## config.mk

```make
export PLATFORM = sky130hd
export DESIGN_NAME = hist_sram_builder
export DESIGN_NICKNAME = d
export VERILOG_FILES = /design/src/rtl/hist_pkg.sv /design/src/rtl/hist_bin_map.sv /design/src/rtl/hist_target_dec.sv /design/src/rtl/hist_sweep_ctr.sv /design/src/rtl/hist_sram_builder.sv
export SDC_FILE = /design/constraint.sdc
export NUM_CORES = 1
export LEC_CHECK = 0
export BUFFER_PORTS_ARGS = -buffer_cell sky130_fd_sc_hd__buf_2
export CORE_ASPECT_RATIO = 0.9
export CORE_MARGIN = 5
export CORE_UTILIZATION = 40
export CTS_BUF_LIST = sky130_fd_sc_hd__clkbuf_8
export CTS_CLUSTER_DIAMETER = 120
export DETAILED_ROUTE_END_ITERATION = 10
export PLACE_DENSITY = 0.62
export SYNTH_ARGS = -nofsm -noshare
export SYNTH_HDL_FRONTEND = slang
export SYNTH_SLANG_ARGS = --single-unit
```

## constraint.sdc

```tcl
create_clock -name clk -period 4.7 [get_ports clk]
set_input_delay 0.235 -clock clk [delete_from_list [all_inputs] [get_ports clk]]
set_output_delay 0.235 -clock clk [all_outputs]
set_load 0.02 [all_outputs]
```

## src/rtl/hist_pkg.sv

```systemverilog
package hist_pkg;

    typedef enum logic [2:0] {
        ST_IDLE,
        ST_CLEAR,
        ST_BIN,
        ST_INC_CAP,
        ST_INC_WR,
        ST_INC_RET,
        ST_RO_ADDR,
        ST_RO_HOLD
    } hist_state_t;

endpackage

```

## src/rtl/hist_bin_map.sv

```systemverilog
module hist_bin_map #(
    parameter int SAMPLE_W = 24,
    parameter int ADDR_W   = 15
) (
    input  logic [SAMPLE_W-1:0] sample,
    output logic [ADDR_W-1:0]   bin
);
    localparam int DROP_W = SAMPLE_W - ADDR_W;

    // Offset-binary re-centring: flip the sign, keep the next bits.
    assign bin = {~sample[SAMPLE_W-1], sample[SAMPLE_W-2 -: ADDR_W-1]};

    generate
        if (DROP_W > 0) begin : g_trunc
            logic [DROP_W-1:0] unused_low;
            assign unused_low = sample[DROP_W-1:0];
        end
    endgenerate

    initial begin
        assert (SAMPLE_W >= ADDR_W && ADDR_W >= 2)
            else $error("hist_bin_map: width mismatch");
    end
endmodule

```

## src/rtl/hist_target_dec.sv

```systemverilog
module hist_target_dec #(
    parameter int CNT_W    = 24,
    parameter int TGT_LOG2 = 14
) (
    input  logic [1:0]       sel,
    output logic [CNT_W-1:0] target
);
    localparam logic [CNT_W-1:0] ONE = {{(CNT_W-1){1'b0}}, 1'b1};

    logic [31:0] shift_amt;

    always_comb begin
        shift_amt = 32'(TGT_LOG2) - 32'(sel);
        target    = ONE << shift_amt;
    end

    initial begin
        assert (TGT_LOG2 >= 3 && TGT_LOG2 < CNT_W)
            else $error("hist_target_dec: target exponent out of range");
    end
endmodule

```

## src/rtl/hist_sweep_ctr.sv

```systemverilog
module hist_sweep_ctr #(
    parameter int ADDR_W = 15
) (
    input  logic              clk,
    input  logic              rst_n,
    input  logic              restart,
    input  logic              step,
    output logic [ADDR_W-1:0] idx,
    output logic              last
);
    localparam logic [ADDR_W-1:0] IDX_MAX = '1;

    always_ff @(posedge clk or negedge rst_n) begin
        if (!rst_n) begin
            idx <= '0;
        end else if (restart) begin
            idx <= '0;
        end else if (step) begin
            idx <= idx + 1'b1;
        end
    end

    assign last = (idx == IDX_MAX);
endmodule

```

## src/rtl/hist_sram_builder.sv

```systemverilog
module hist_sram_builder
    import hist_pkg::*;
#(
    parameter int SAMPLE_W = 24,
    parameter int ADDR_W   = 15,
    parameter int CNT_W    = 24,
    parameter int TGT_LOG2 = 14
) (
    input  logic                clk,
    input  logic                rst_n,
    input  logic                in_valid,
    input  logic [SAMPLE_W-1:0] in_sample,
    input  logic                start,
    input  logic [1:0]          tgt_sel,
    output logic [ADDR_W-1:0]   sram_addr,
    output logic [CNT_W-1:0]    sram_wdata,
    input  logic [CNT_W-1:0]    sram_rdata,
    output logic                sram_we,
    output logic                out_valid,
    output logic [ADDR_W-1:0]   out_bin,
    output logic [CNT_W-1:0]    out_count,
    input  logic                out_ready,
    output logic                busy,
    output logic                idle_rdy,
    output logic                data_avail
);
    localparam logic [CNT_W-1:0] CNT_ONE = {{(CNT_W-1){1'b0}}, 1'b1};

    hist_state_t       st_q, st_d;
    logic [ADDR_W-1:0] bin_now, bin_q;
    logic [CNT_W-1:0]  cnt_q, tgt_q, tgt_now;
    logic [ADDR_W-1:0] sw_idx;
    logic              sw_last, sw_restart, sw_step;
    logic              take, hit;

    hist_bin_map #(.SAMPLE_W(SAMPLE_W), .ADDR_W(ADDR_W)) i_map (
        .sample (in_sample),
        .bin    (bin_now)
    );

    hist_target_dec #(.CNT_W(CNT_W), .TGT_LOG2(TGT_LOG2)) i_tgt (
        .sel    (tgt_sel),
        .target (tgt_now)
    );

    hist_sweep_ctr #(.ADDR_W(ADDR_W)) i_sweep (
        .clk     (clk),
        .rst_n   (rst_n),
        .restart (sw_restart),
        .step    (sw_step),
        .idx     (sw_idx),
        .last    (sw_last)
    );

    assign take = (st_q == ST_BIN) && in_valid;
    assign hit  = (st_q == ST_INC_WR) && (cnt_q >= tgt_q);

    // State register
    always_ff @(posedge clk or negedge rst_n) begin
        if (!rst_n) st_q <= ST_IDLE;
        else        st_q <= st_d;
    end

    // Data registers
    always_ff @(posedge clk or negedge rst_n) begin
        if (!rst_n) begin
            bin_q <= '0;
            cnt_q <= '0;
            tgt_q <= '0;
        end else begin
            if (st_q == ST_IDLE && start) tgt_q <= tgt_now;
            if (take)                     bin_q <= bin_now;
            if (st_q == ST_INC_CAP)       cnt_q <= sram_rdata + CNT_ONE;
        end
    end

    // Next state
    always_comb begin
        st_d = st_q;
        unique case (st_q)
            ST_IDLE:    if (start) st_d = ST_CLEAR;
            ST_CLEAR:   if (sw_last) st_d = ST_BIN;
            ST_BIN:     if (in_valid) st_d = ST_INC_CAP;
            ST_INC_CAP: st_d = ST_INC_WR;
            ST_INC_WR:  st_d = hit ? ST_RO_ADDR : ST_INC_RET;
            ST_INC_RET: st_d = ST_BIN;
            ST_RO_ADDR: st_d = ST_RO_HOLD;
            ST_RO_HOLD: if (out_ready) st_d = sw_last ? ST_IDLE : ST_RO_ADDR;
            default:    st_d = ST_IDLE;
        endcase
    end

    // Outputs
    always_comb begin
        sram_addr  = '0;
        sram_wdata = '0;
        sram_we    = 1'b0;
        out_valid  = 1'b0;
        busy       = 1'b0;
        idle_rdy   = 1'b0;
        data_avail = 1'b0;
        sw_restart = 1'b0;
        sw_step    = 1'b0;
        unique case (st_q)
            ST_IDLE: begin
                idle_rdy   = 1'b1;
                sw_restart = start;
            end
            ST_CLEAR: begin
                busy      = 1'b1;
                sram_addr = sw_idx;
                sram_we   = 1'b1;
                sw_step   = 1'b1;
            end
            ST_BIN: begin
                busy      = 1'b1;
                sram_addr = bin_now;
            end
            ST_INC_CAP, ST_INC_RET: begin
                busy      = 1'b1;
                sram_addr = bin_q;
            end
            ST_INC_WR: begin
                busy       = 1'b1;
                sram_addr  = bin_q;
                sram_wdata = cnt_q;
                sram_we    = 1'b1;
                sw_restart = hit;
            end
            ST_RO_ADDR: begin
                data_avail = 1'b1;
                sram_addr  = sw_idx;
            end
            ST_RO_HOLD: begin
                data_avail = 1'b1;
                out_valid  = 1'b1;
                sram_addr  = sw_idx;
                sw_step    = out_ready;
            end
            default: ;
        endcase
    end

    assign out_bin   = sw_idx;
    assign out_count = sram_rdata;

    AST_ONE_STATUS: assert property (@(posedge clk) disable iff (!rst_n)
        $countones({idle_rdy, busy, data_avail}) == 1);

    AST_WE_ONLY_BUSY: assert property (@(posedge clk) disable iff (!rst_n)
        sram_we |-> busy);

    AST_TAKE_GAP: assert property (@(posedge clk) disable iff (!rst_n)
        take |=> !take ##1 !take ##1 !take);

    AST_HIT_STOPS: assert property (@(posedge clk) disable iff (!rst_n)
        (sram_we && busy && sram_wdata >= tgt_q && st_q == ST_INC_WR) |=> data_avail);

    AST_RO_STALL_HOLD: assert property (@(posedge clk) disable iff (!rst_n)
        (out_valid && !out_ready) |=> out_valid && $stable(out_bin) && $stable(out_count));

    AST_RO_ASCEND: assert property (@(posedge clk) disable iff (!rst_n)
        (data_avail && $past(data_avail) && out_bin != $past(out_bin))
            |-> out_bin == $past(out_bin) + 1'b1);

    AST_START_IGN_RO: assert property (@(posedge clk) disable iff (!rst_n)
        (data_avail && start) |=> !busy);

    AST_START_IGN_BIN: assert property (@(posedge clk) disable iff (!rst_n)
        (st_q == ST_BIN && start && !in_valid) |=> (st_q == ST_BIN && !sram_we));
endmodule

```

==> flow_summary.toml, run 1 <==
[cells_and_area]
fill_cells = 1001
area_growth_pct = 17.7
drive_gt1_share_pct = 32.8
nNetsFinal = 624
diodes = 0
finalInstanceArea_um2 = 5060
fin_util_pct = 48.7

[die]
die_area_um2 = 12900
die_h_um = 108
fp.dieW_um = 119
start_util_pct = 41.4
core_um2 = 10400
rows = 35
ios = 138

[clocking]
hold_buffers = 0
cts_buffers = 9
postCtsSetupRepairBufs = 0
cts.sinks = 65
clockBufferDepth = 2
cts_resized = 0
cts_tree = "yes"
root_buffer = "clkbuf_8"
path_clk_slew_ps = 70
htree_num_levels = 3
insertion_delay_ps = 340

[grt]
grt_pass1_vias = 3640
grt-ovfl-total = 0
grt_max_degree = 66
grt_usage_pct = 16.9
antenna_found_initial = 0
grt_pass1_wl_mm = 17.8

[synth]
post-synth-top-area-fraction_pct = 37.8
netlist_instances = 463
synth_top_family_by_area = "simple AND/OR/NAND/NOR gates"
netlist.top_cell.by_area = "dfrtp_1"
synth-xor-area-share_pct = 7.34
synth-edff-count = 0
synth-seq-cells = 65
yosys_warnings = 0
synth_nets = 528
ys_seq_area_share_pct = 37.8
ys.flop_type = "dfrtp_1"
synthArstFlopShare_pct = 100
synth-simple-area-share_pct = 21.5
synth_top_cells_by_count = "dfrtp_1, nand2_1, nor2_1, and2_1, buf_4"
synth.avg_cell_area_um2 = 9.28
synthMostInstantiatedCell = "dfrtp_1"
synthAdderAreaFrac_pct = 2.91
synth_area_um2 = 4300
ys_top_cells_by_area = "dfrtp_1, mux2_2, buf_4, xnor2_1, nand2_1"
ys_types = 51
synth_mux_area_share_pct = 10.3
synth_compound_area_share_pct = 12.2

[pwr]
powerDensity_nw_per_um2 = 567
vdd_drop_max_uv = 169
power_leakage_nw = 2.42

[placement]
port_buffers = 128
placed_cell_area_um2 = 4830
place.gp.congestion = 0.798
dp_hpwl_mm = 7.73

[sta]
post-route-min-period_ps = 3020
rsz0062_at_grt = "no"
slew_viol_final = 0
hold_viol = 0
fin_tns_setup_ps = 0
period_share_pct = 64.3
finalSetupViolations = 0
fin_skew_ps = 8.39
maxSlewHeadroom_pct = 24.8
fmax_mhz = 331
worst_pin_slew_ps = 1130

[min_path]
hold_path.class = "input port to async pin"

[worst_setup_path]
cp_data_required_time_ps = 4470
end_kind = "primary output"
cp_cell_sequence = "nor2b_1 > a221oi_1 > a21oi_1 > buf_2"
slowest_delay_ps = 990
worst_ep_arrival_time_ps = 2790
slowest_stage = "dfrtp_2"
crit_type = "flop to primary output"
worstSetupStartpointType = "flop"
crit_fanout = 46

[drt]
drt-total-wl_mm = 10.5
routedWlPerCell_um = 15.1
vias = 3610
drtPass1Iterations = 4
drt-initial-drc-count = 189
avgViaCountPerCell = 5.21
drc = 0
antenna_left = 0

[run_status]
status = "finished clean"

[job]
drv_cap = 0
-- state kept, by name, indices dropped and copies added, names as in the netlist --
| signal | cells |
|---|---|
| bin_q | 15 |
| tgt_q | 8 |
| st_q | 3 |
| i_sweep.idx | 15 |
| cnt_q | 24 |
-- through the flow --
step | hold slack (ps) | cells | power (mW) | setup WS, ps
after floorplan | -60.6 | 463 | 1.97 | 2910
after global placement | 435 | 677 | 2.30 | 2100
after detailed placement | 432 | 677 | 2.36 | 2080
after CTS | 61.7 | 693 | 2.90 | 1690
after global routing | 59.3 | 693 | 3.10 | 1470
final | 52.6 | 693 | 2.87 | 1680
-- critical path, delay by kind of cell (launching register included) --
family | cells | cell delay (ps)
buffers and inverters | 1 | 190
flip-flops | 1 | 990
AO/OA/AOI/OAI | 2 | 420
AND/OR/NAND/NOR | 1 | 830
-- cell families (layout without fill, tap and decap cells) --
group | after synthesis | after routing
flip-flops | 65 | 65
XOR/XNOR | 36 | 36
AND/OR/NAND/NOR | 171 | 171
adder cells (fa/ha/maj) | 10 | 10
buffers and inverters | 58 | 159
multiplexers | 41 | 41
AO/OA/AOI/OAI | 82 | 82
-- per-layer routing --
| layer | up-vias | GRT usage, % | part of all wire, % | wire [µm] |
|---|---|---|---|---|
| met2 | 120 | 27.8 | 46 | 4820 |
| met4 | 0 | 3.39 | 0.88 | 92 |
| li1 | 1802 | - | - | - |
| met5 | - | 0 | 0 | 0 |
| met1 | 1680 | 22.1 | 46 | 4850 |
| met3 | 8 | 5.18 | 6.9 | 721 |
-- final cells by class --
class / instances / area [µm²] / area share, %
multi-input combinational: 340 / 2330 / 46.1
sequential: 65 / 1630 / 32.2
timing repair buffer: 131 / 663 / 13.1
tap: 129 / 161 / 3.19
clock buffer: 10 / 138 / 2.72
clock inverter: 6 / 91.3 / 1.81
inverter: 12 / 45.0 / 0.891
-- layout by cell type (no fill, tap or decap), types with 3 or more instances in the layout --
master	synthesis	final
buf_4	25	3
o21a_1	4	4
and3_1	6	6
nand4_1	6	6
mux2_2	23	23
nand2_1	47	47
and3_2	3	3
dfrtp_1	65	64
a221o_1	3	3
nor2_1	30	30
and2_1	28	28
xnor2_1	21	21
nand2b_1	5	5
nor4_1	3	3
clkinvlp_4	0	3
o21ai_1	7	7
a21oi_1	18	18
o2111ai_1	3	3
nand3_1	15	15
mux2_1	3	3
xor2_1	15	15
mux2i_1	15	15
ha_1	10	10
o21ai_0	22	22
a211oi_1	5	5
buf_2	11	128
nor3_1	13	13
a221oi_1	12	12
inv_1	12	12
clkbuf_8	0	10
-- power by group --
group          internal [mW]  switching, mW
combinational          0.552          0.737
sequential             0.785          0.256
clock                  0.314          0.222
total                   1.65           1.22
-- final timing paths --
| check | from | end | slack, ps | depth (start not counted) |
|---|---|---|---|---|
| worst max-delay path | st_q[1] | sram_addr[3] | 1680 | 4 |
| worst min-delay path | rst_n | bin_q[10] | 50 | 2 |
| worst max register to register | st_q[0] | cnt_q[1] | 2140 | 2 |
| worst min register to register | cnt_q[7] | cnt_q[7] | 480 | 2 |
| max in group asynchronous | rst_n | st_q[1] | 3990 | 2 |
| min in group clk | in_sample[23] | bin_q[14] | 80 | 2 |
Power figures use the tool's default switching activity.
==> inputs of run 2 (changes only) <==
--- a/config.mk
+++ b/config.mk
@@ -5,6 +5,7 @@
 export SDC_FILE = /design/constraint.sdc
 export NUM_CORES = 1
 export LEC_CHECK = 0
+export ABC_AREA = 1
 export BUFFER_PORTS_ARGS = -buffer_cell sky130_fd_sc_hd__buf_2
 export CORE_ASPECT_RATIO = 0.9
 export CORE_MARGIN = 5
@@ -12,7 +13,7 @@
 export CTS_BUF_LIST = sky130_fd_sc_hd__clkbuf_8
 export CTS_CLUSTER_DIAMETER = 120
 export DETAILED_ROUTE_END_ITERATION = 10
-export PLACE_DENSITY = 0.62
+export PLACE_DENSITY = 0.65
 export SYNTH_ARGS = -nofsm -noshare
 export SYNTH_HDL_FRONTEND = slang
 export SYNTH_SLANG_ARGS = --single-unit
==> constraint.sdc (replaced) <==
create_clock -name clk -period 2.5 [get_ports clk]
set_input_delay 0.125 -clock clk [delete_from_list [all_inputs] [get_ports clk]]
set_output_delay 0.125 -clock clk [all_outputs]
set_load 0.02 [all_outputs]
==> run 2 against run 1 <==
Sequential power rose by 63%. Critical path type unchanged. Cell count grew 25%. Worst setup slack got worse by 1400 ps. Synthesized area decreased by 0.17%. Register-to-register slack worse by 1500 ps.
==> flow_summary.toml, run 2 <==
[drt]
drt-initial-drc-count = 317
vias = 4217
drt-total-wl_mm = 11.6
drtPass1Iterations = 5
drc = 0
antenna_left = 0
avgViaCountPerCell = 4.87
routedWlPerCell_um = 13.4

[worst_setup_path]
worst_ep_arrival_time_ps = 2140
cp_data_required_time_ps = 2380
crit_fanout = 10
end_kind = "primary output"
worstSetupStartpointType = "flop"
crit_type = "flop to primary output"

[die]
die_h_um = 108
ios = 138
fp.dieW_um = 119
start_util_pct = 41.3
core_um2 = 10400
rows = 35
die_area_um2 = 12900

[cells_and_area]
nNetsFinal = 797
drive_gt1_share_pct = 22.0
fin_util_pct = 49.5
finalInstanceArea_um2 = 5140
regMostFlops = "cnt_q"
final_common_cell = "nand2_1"
diodes = 0
top_regs = "cnt_q x24, bin_q x15, i_sweep.idx x15"
final_cell_mix = "nand2_1, buf_2, inv_1, nor2_1, dfrtp_1"
largest_register_ffs = 24
area_growth_pct = 19.7

[placement]
placed_cell_area_um2 = 4880
dp_hpwl_mm = 9.03
place.gp.congestion = 0.872
port_buffers = 128
dp_slack_ps = 551

[clocking]
clockBufferDepth = 2
insertion_delay_ps = 350
cts_tree = "yes"
root_buffer = "clkbuf_8"
htree_num_levels = 3
cts.sinks = 65
cts_buffers = 9
postCtsSetupRepairBufs = 0
path_clk_slew_ps = 80

[synth]
synth_nets = 689
ys_seq_area_share_pct = 37.9
ys_top_cells_by_area = "dfrtp_1, nand2_1, inv_1, nor2_1, o21ai_0"
synthMostInstantiatedCell = "nand2_1"
synthArstFlopShare_pct = 100
post-synth-top-area-fraction_pct = 37.9
synth.avg_cell_area_um2 = 6.88
ys_types = 34
synth_top_cells_by_count = "nand2_1, inv_1, nor2_1, dfrtp_1, o21ai_0"
yosys_warnings = 0
synth-seq-cells = 65
netlist_instances = 624
netlist.top_cell.by_area = "dfrtp_1"
synth-edff-count = 0
ys.flop_type = "dfrtp_1"
synth_area_um2 = 4290

[grt]
grt_usage_pct = 18.2
grt_max_degree = 31
grt-ovfl-total = 0
antenna_found_initial = 0
grt_pass1_vias = 4060
grt_pass1_wl_mm = 19.2

[pwr]
pwr-share-clk_pct = 21.1
combPwrFrac_pct = 44.2
powerDensity_nw_per_um2 = 950
internal_power_mw = 2.73
vdd_drop_max_uv = 426
power_frac_seq_pct = 34.6
swShare_pct = 44.1
switching_power_mw = 2.15
power_leakage_nw = 2.85

[sta]
fin_tns_setup_ps = 0
period_share_pct = 90.7
fin_skew_ps = 20.3
hold_viol = 0
layout_setup_ws_ps = 233
worst_pin_slew_ps = 784
finalSetupViolations = 0
fmax_mhz = 441
rsz0062_at_grt = "no"
slew_viol_final = 0
post-route-min-period_ps = 2270
maxSlewHeadroom_pct = 47.6

[min_path]
hold_path.class = "input port to flop"

[run_status]
status = "finished clean"

[job]
drv_cap = 0
## run 2: cell types whose count changed after synthesis, sizes merged, moves of 11 or more
cell    before  now
nand2       47  197
inv         12   92
nor2        30   89
and2        28    0
mux2        26    0
xnor2       21    3
mux2i       15    0
buf         39   26
a221oi      12    0
a21oi       18    7
## run 2: timing repair
item,CTS,global route
setup endpoints to repair,0,4
endpoints found under the hold margin,26,0
resized for setup,0,1
hold buffers,2,0
## run 2: power by group through the flow
stage,logic [mW],registers (mW),clock network (mW)
after detailed placement,2.17,1.70,0
after floorplan,1.57,1.66,0
final,2.16,1.69,1.03
after CTS,2.18,1.69,1.04
after global placement,2.12,1.69,0
after global routing,2.45,1.75,1.09
## run 2: critical path, cell delays in order, from the launching register on
cell and delay (ps):
dfrtp_1 430, inv_1 120, nand3_1 230, nand2_1 290
clkinvlp_4 250, o221ai_1 260, buf_2 210
## run 2: worst paths after layout
path / depth (start not counted) / end / slack (ps) / startpoint
worst max register to register: 10 / i_sweep.idx[11] / 620 / cnt_q[15]
worst min-delay path: 3 / bin_q[2] / 40 / in_sample[11]
worst max-delay path: 6 / sram_addr[11] / 230 / st_q[2]
min in group asynchronous: 2 / cnt_q[5] / 320 / rst_n
max in group asynchronous: 3 / tgt_q[10] / 1370 / rst_n
worst min register to register: 2 / tgt_q[15] / 470 / tgt_q[15]
## run 2: logic make-up (layout without fill, tap and decap cells)
group                    Yosys count  count (layout)  synth area share (%)
XOR/XNOR                          21              21                  4.29
AND/OR/NAND/NOR                  333             333                  32.2
buffers and inverters            130             243                  13.7
adder cells (fa/ha/maj)           10              10                  2.92
AO/OA/AOI/OAI                     65              65                  8.98
flip-flops                        65              65                  37.9
## run 2: stage by stage
step / power (mW) / hold WS (ps) / cells
6_report: 4.88 / 42.6 / 866
4_1_cts: 4.91 / 34.2 / 866
3_3_place_gp: 3.81 / 159 / 848
5_1_grt: 5.29 / 52.6 / 866
2_1_floorplan: 3.23 / -171 / 624
3_5_place_dp: 3.87 / 182 / 848
## run 2: routing by layer
| layer | share of wire (%) | GRT usage (%) |
|---|---|---|
| met1 | 49 | 25.6 |
| met2 | 44 | 28.8 |
| met3 | 6.1 | 2.82 |
| met4 | 1.6 | 5.96 |
| met5 | 0 | 0 |
## run 2: area by class of cell
type / count / area (µm²)
tap: 129 / 161
fill: 1065 / 5240
sequential: 65 / 1630
clock inverter: 6 / 90.1
clock buffer: 10 / 138
inverter: 93 / 353
timing repair buffer: 134 / 691
multi-input combinational: 429 / 2080
==> inputs of run 3 (changes only) <==
--- a/config.mk
+++ b/config.mk
@@ -5,8 +5,8 @@
 export SDC_FILE = /design/constraint.sdc
 export NUM_CORES = 1
 export LEC_CHECK = 0
-export ABC_AREA = 1
 export BUFFER_PORTS_ARGS = -buffer_cell sky130_fd_sc_hd__buf_2
+export CAP_MARGIN = 20
 export CORE_ASPECT_RATIO = 0.9
 export CORE_MARGIN = 5
 export CORE_UTILIZATION = 40
==> run 3 against run 2 <==
Critical path depth decreased by 1. Via count fell by 12%. Non-clock buffer count up 8. First-iteration DRC count fell by 55%. Cell count down 19%. Worst setup slack got worse by 61 ps.
==> flow_summary.toml, run 3 (synthesis gave the netlist of run 1 again) <==
[cells_and_area]
fin_util_pct = 49.4
multi_input_area_um2 = 2330
regMostFlops = "cnt_q"
final_cell_mix = "buf_2, dfrtp_1, nand2_1, nor2_1, and2_1"
final_common_cell = "buf_2"
nNetsFinal = 635
fill_cells = 970
area_growth_pct = 19.3
diodes = 0
top_regs = "cnt_q x24, bin_q x15, i_sweep.idx x15"
drive_gt1_share_pct = 33.7
final-instance-count-excl-fill = 704
largest_register_ffs = 24
regArea_um2 = 1630
finalInstanceArea_um2 = 5130

[worst_setup_path]
worstSetupStartpointType = "flop"
crit_type = "flop to primary output"
crit_fanout = 24
end_kind = "primary output"
worst_ep_arrival_time_ps = 2200
cp_data_required_time_ps = 2380

[grt]
grt-ovfl-total = 0
grt_max_degree = 47
antenna_found_initial = 0
grt_usage_pct = 17.0
grt_pass1_vias = 3725
grt_pass1_wl_mm = 18.1

[drt]
drc = 0
drtPass1Iterations = 4
antenna_left = 0
avgViaCountPerCell = 5.27
drt-initial-drc-count = 143
drt-total-wl_mm = 10.7
vias = 3712
routedWlPerCell_um = 15.1

[sta]
rsz0062_at_grt = "no"
fin_tns_setup_ps = 0
finalSetupViolations = 0
fmax_mhz = 430
period_share_pct = 93.1
hold_ws_ps = 28.9
layout_setup_ws_ps = 172
fin_skew_ps = 6.80
worst_pin_slew_ps = 681
slew_viol_final = 0
hold_viol = 0
maxSlewHeadroom_pct = 54.6
post-route-min-period_ps = 2330

[pwr]
power_leakage_nw = 2.48
vdd_drop_max_uv = 429
total_power_mw = 5.36
powerDensity_nw_per_um2 = 1050

[die]
rows = 35
ios = 138
die_area_um2 = 12900
die_h_um = 108
start_util_pct = 41.4
core_um2 = 10400
fp.dieW_um = 119

[placement]
place.gp.congestion = 0.825
placed_cell_area_um2 = 4910
dp_slack_ps = 470
port_buffers = 128
placed_cells_incl_taps = 686
dp_hpwl_mm = 8.09

[min_path]
hold_path.class = "input port to flop"

[clocking]
postCtsSetupRepairBufs = 0
path_clk_slew_ps = 70
cts_tree = "yes"
insertion_delay_ps = 330
clockBufferDepth = 2
cts.sinks = 65
cts_buffers = 9
root_buffer = "clkbuf_8"
htree_num_levels = 3

[run_status]
status = "finished clean"

[job]
drv_cap = 0
-- run 3: cell types whose count changed in the layout (fill, tap and decap cells not counted), sizes merged, moves of 12 or more --
cell / previous run / this run
xnor2: 3 / 21
inv: 93 / 12
and2: 0 / 28
nor2: 89 / 30
a221oi: 0 / 12
mux2i: 0 / 15
mux2: 0 / 26
nand2: 197 / 47
-- run 3: path summary, 6_finish.rpt --
path / start / end / slack, ps / cells past startpoint
max in group asynchronous: rst_n / st_q[1] / 1480 / 3
max reg2reg: st_q[2] / i_sweep.idx[0] / 610 / 5
min in group asynchronous: rst_n / bin_q[1] / 360 / 2
min: tgt_sel[1] / tgt_q[14] / 30 / 2
min reg2reg: cnt_q[4] / cnt_q[4] / 470 / 2
max: st_q[1] / sram_addr[10] / 170 / 5
-- run 3: timing repair --
item | in CTS | in global routing
endpoints found under the hold margin | 28 | 0
endpoints found under the setup margin | 0 | 3
gates resized for setup | 0 | 1
hold buffers | 2 | 0
-- run 3: critical path, cell delays in order, from the launching register on --
cell      delay, ps
dfrtp_4         600
buf_4           350
mux2_2          380
a221oi_1        270
a21oi_1          90
buf_2           170
-- run 3: area by class of cell --
cell class / count / share of cell area, %
Multi-Input combinational cell: 340 / 45.5
Sequential cell: 65 / 31.8
Timing Repair Buffer: 142 / 14.9
Tap cell: 129 / 3.15
Clock buffer: 10 / 2.68
Clock inverter: 6 / 1.12
Inverter: 12 / 0.879
-- run 3: metal layers --
layer  up-vias  global-route usage, %  part of all wire [%]
met3        12                   4.08                   7.5
met4         0                   4.88                   1.2
met2       137                   27.9                    45
met5         -                      0                     0
li1       1823                      -                     -
met1      1740                   22.4                    47
-- run 3: power by group --
group	internal (mW)	switching [mW]	total, mW
Clock	0.481	0.410	0.891
Sequential	1.48	0.382	1.86
Combinational	1.10	1.51	2.60
Total	3.06	2.30	5.36
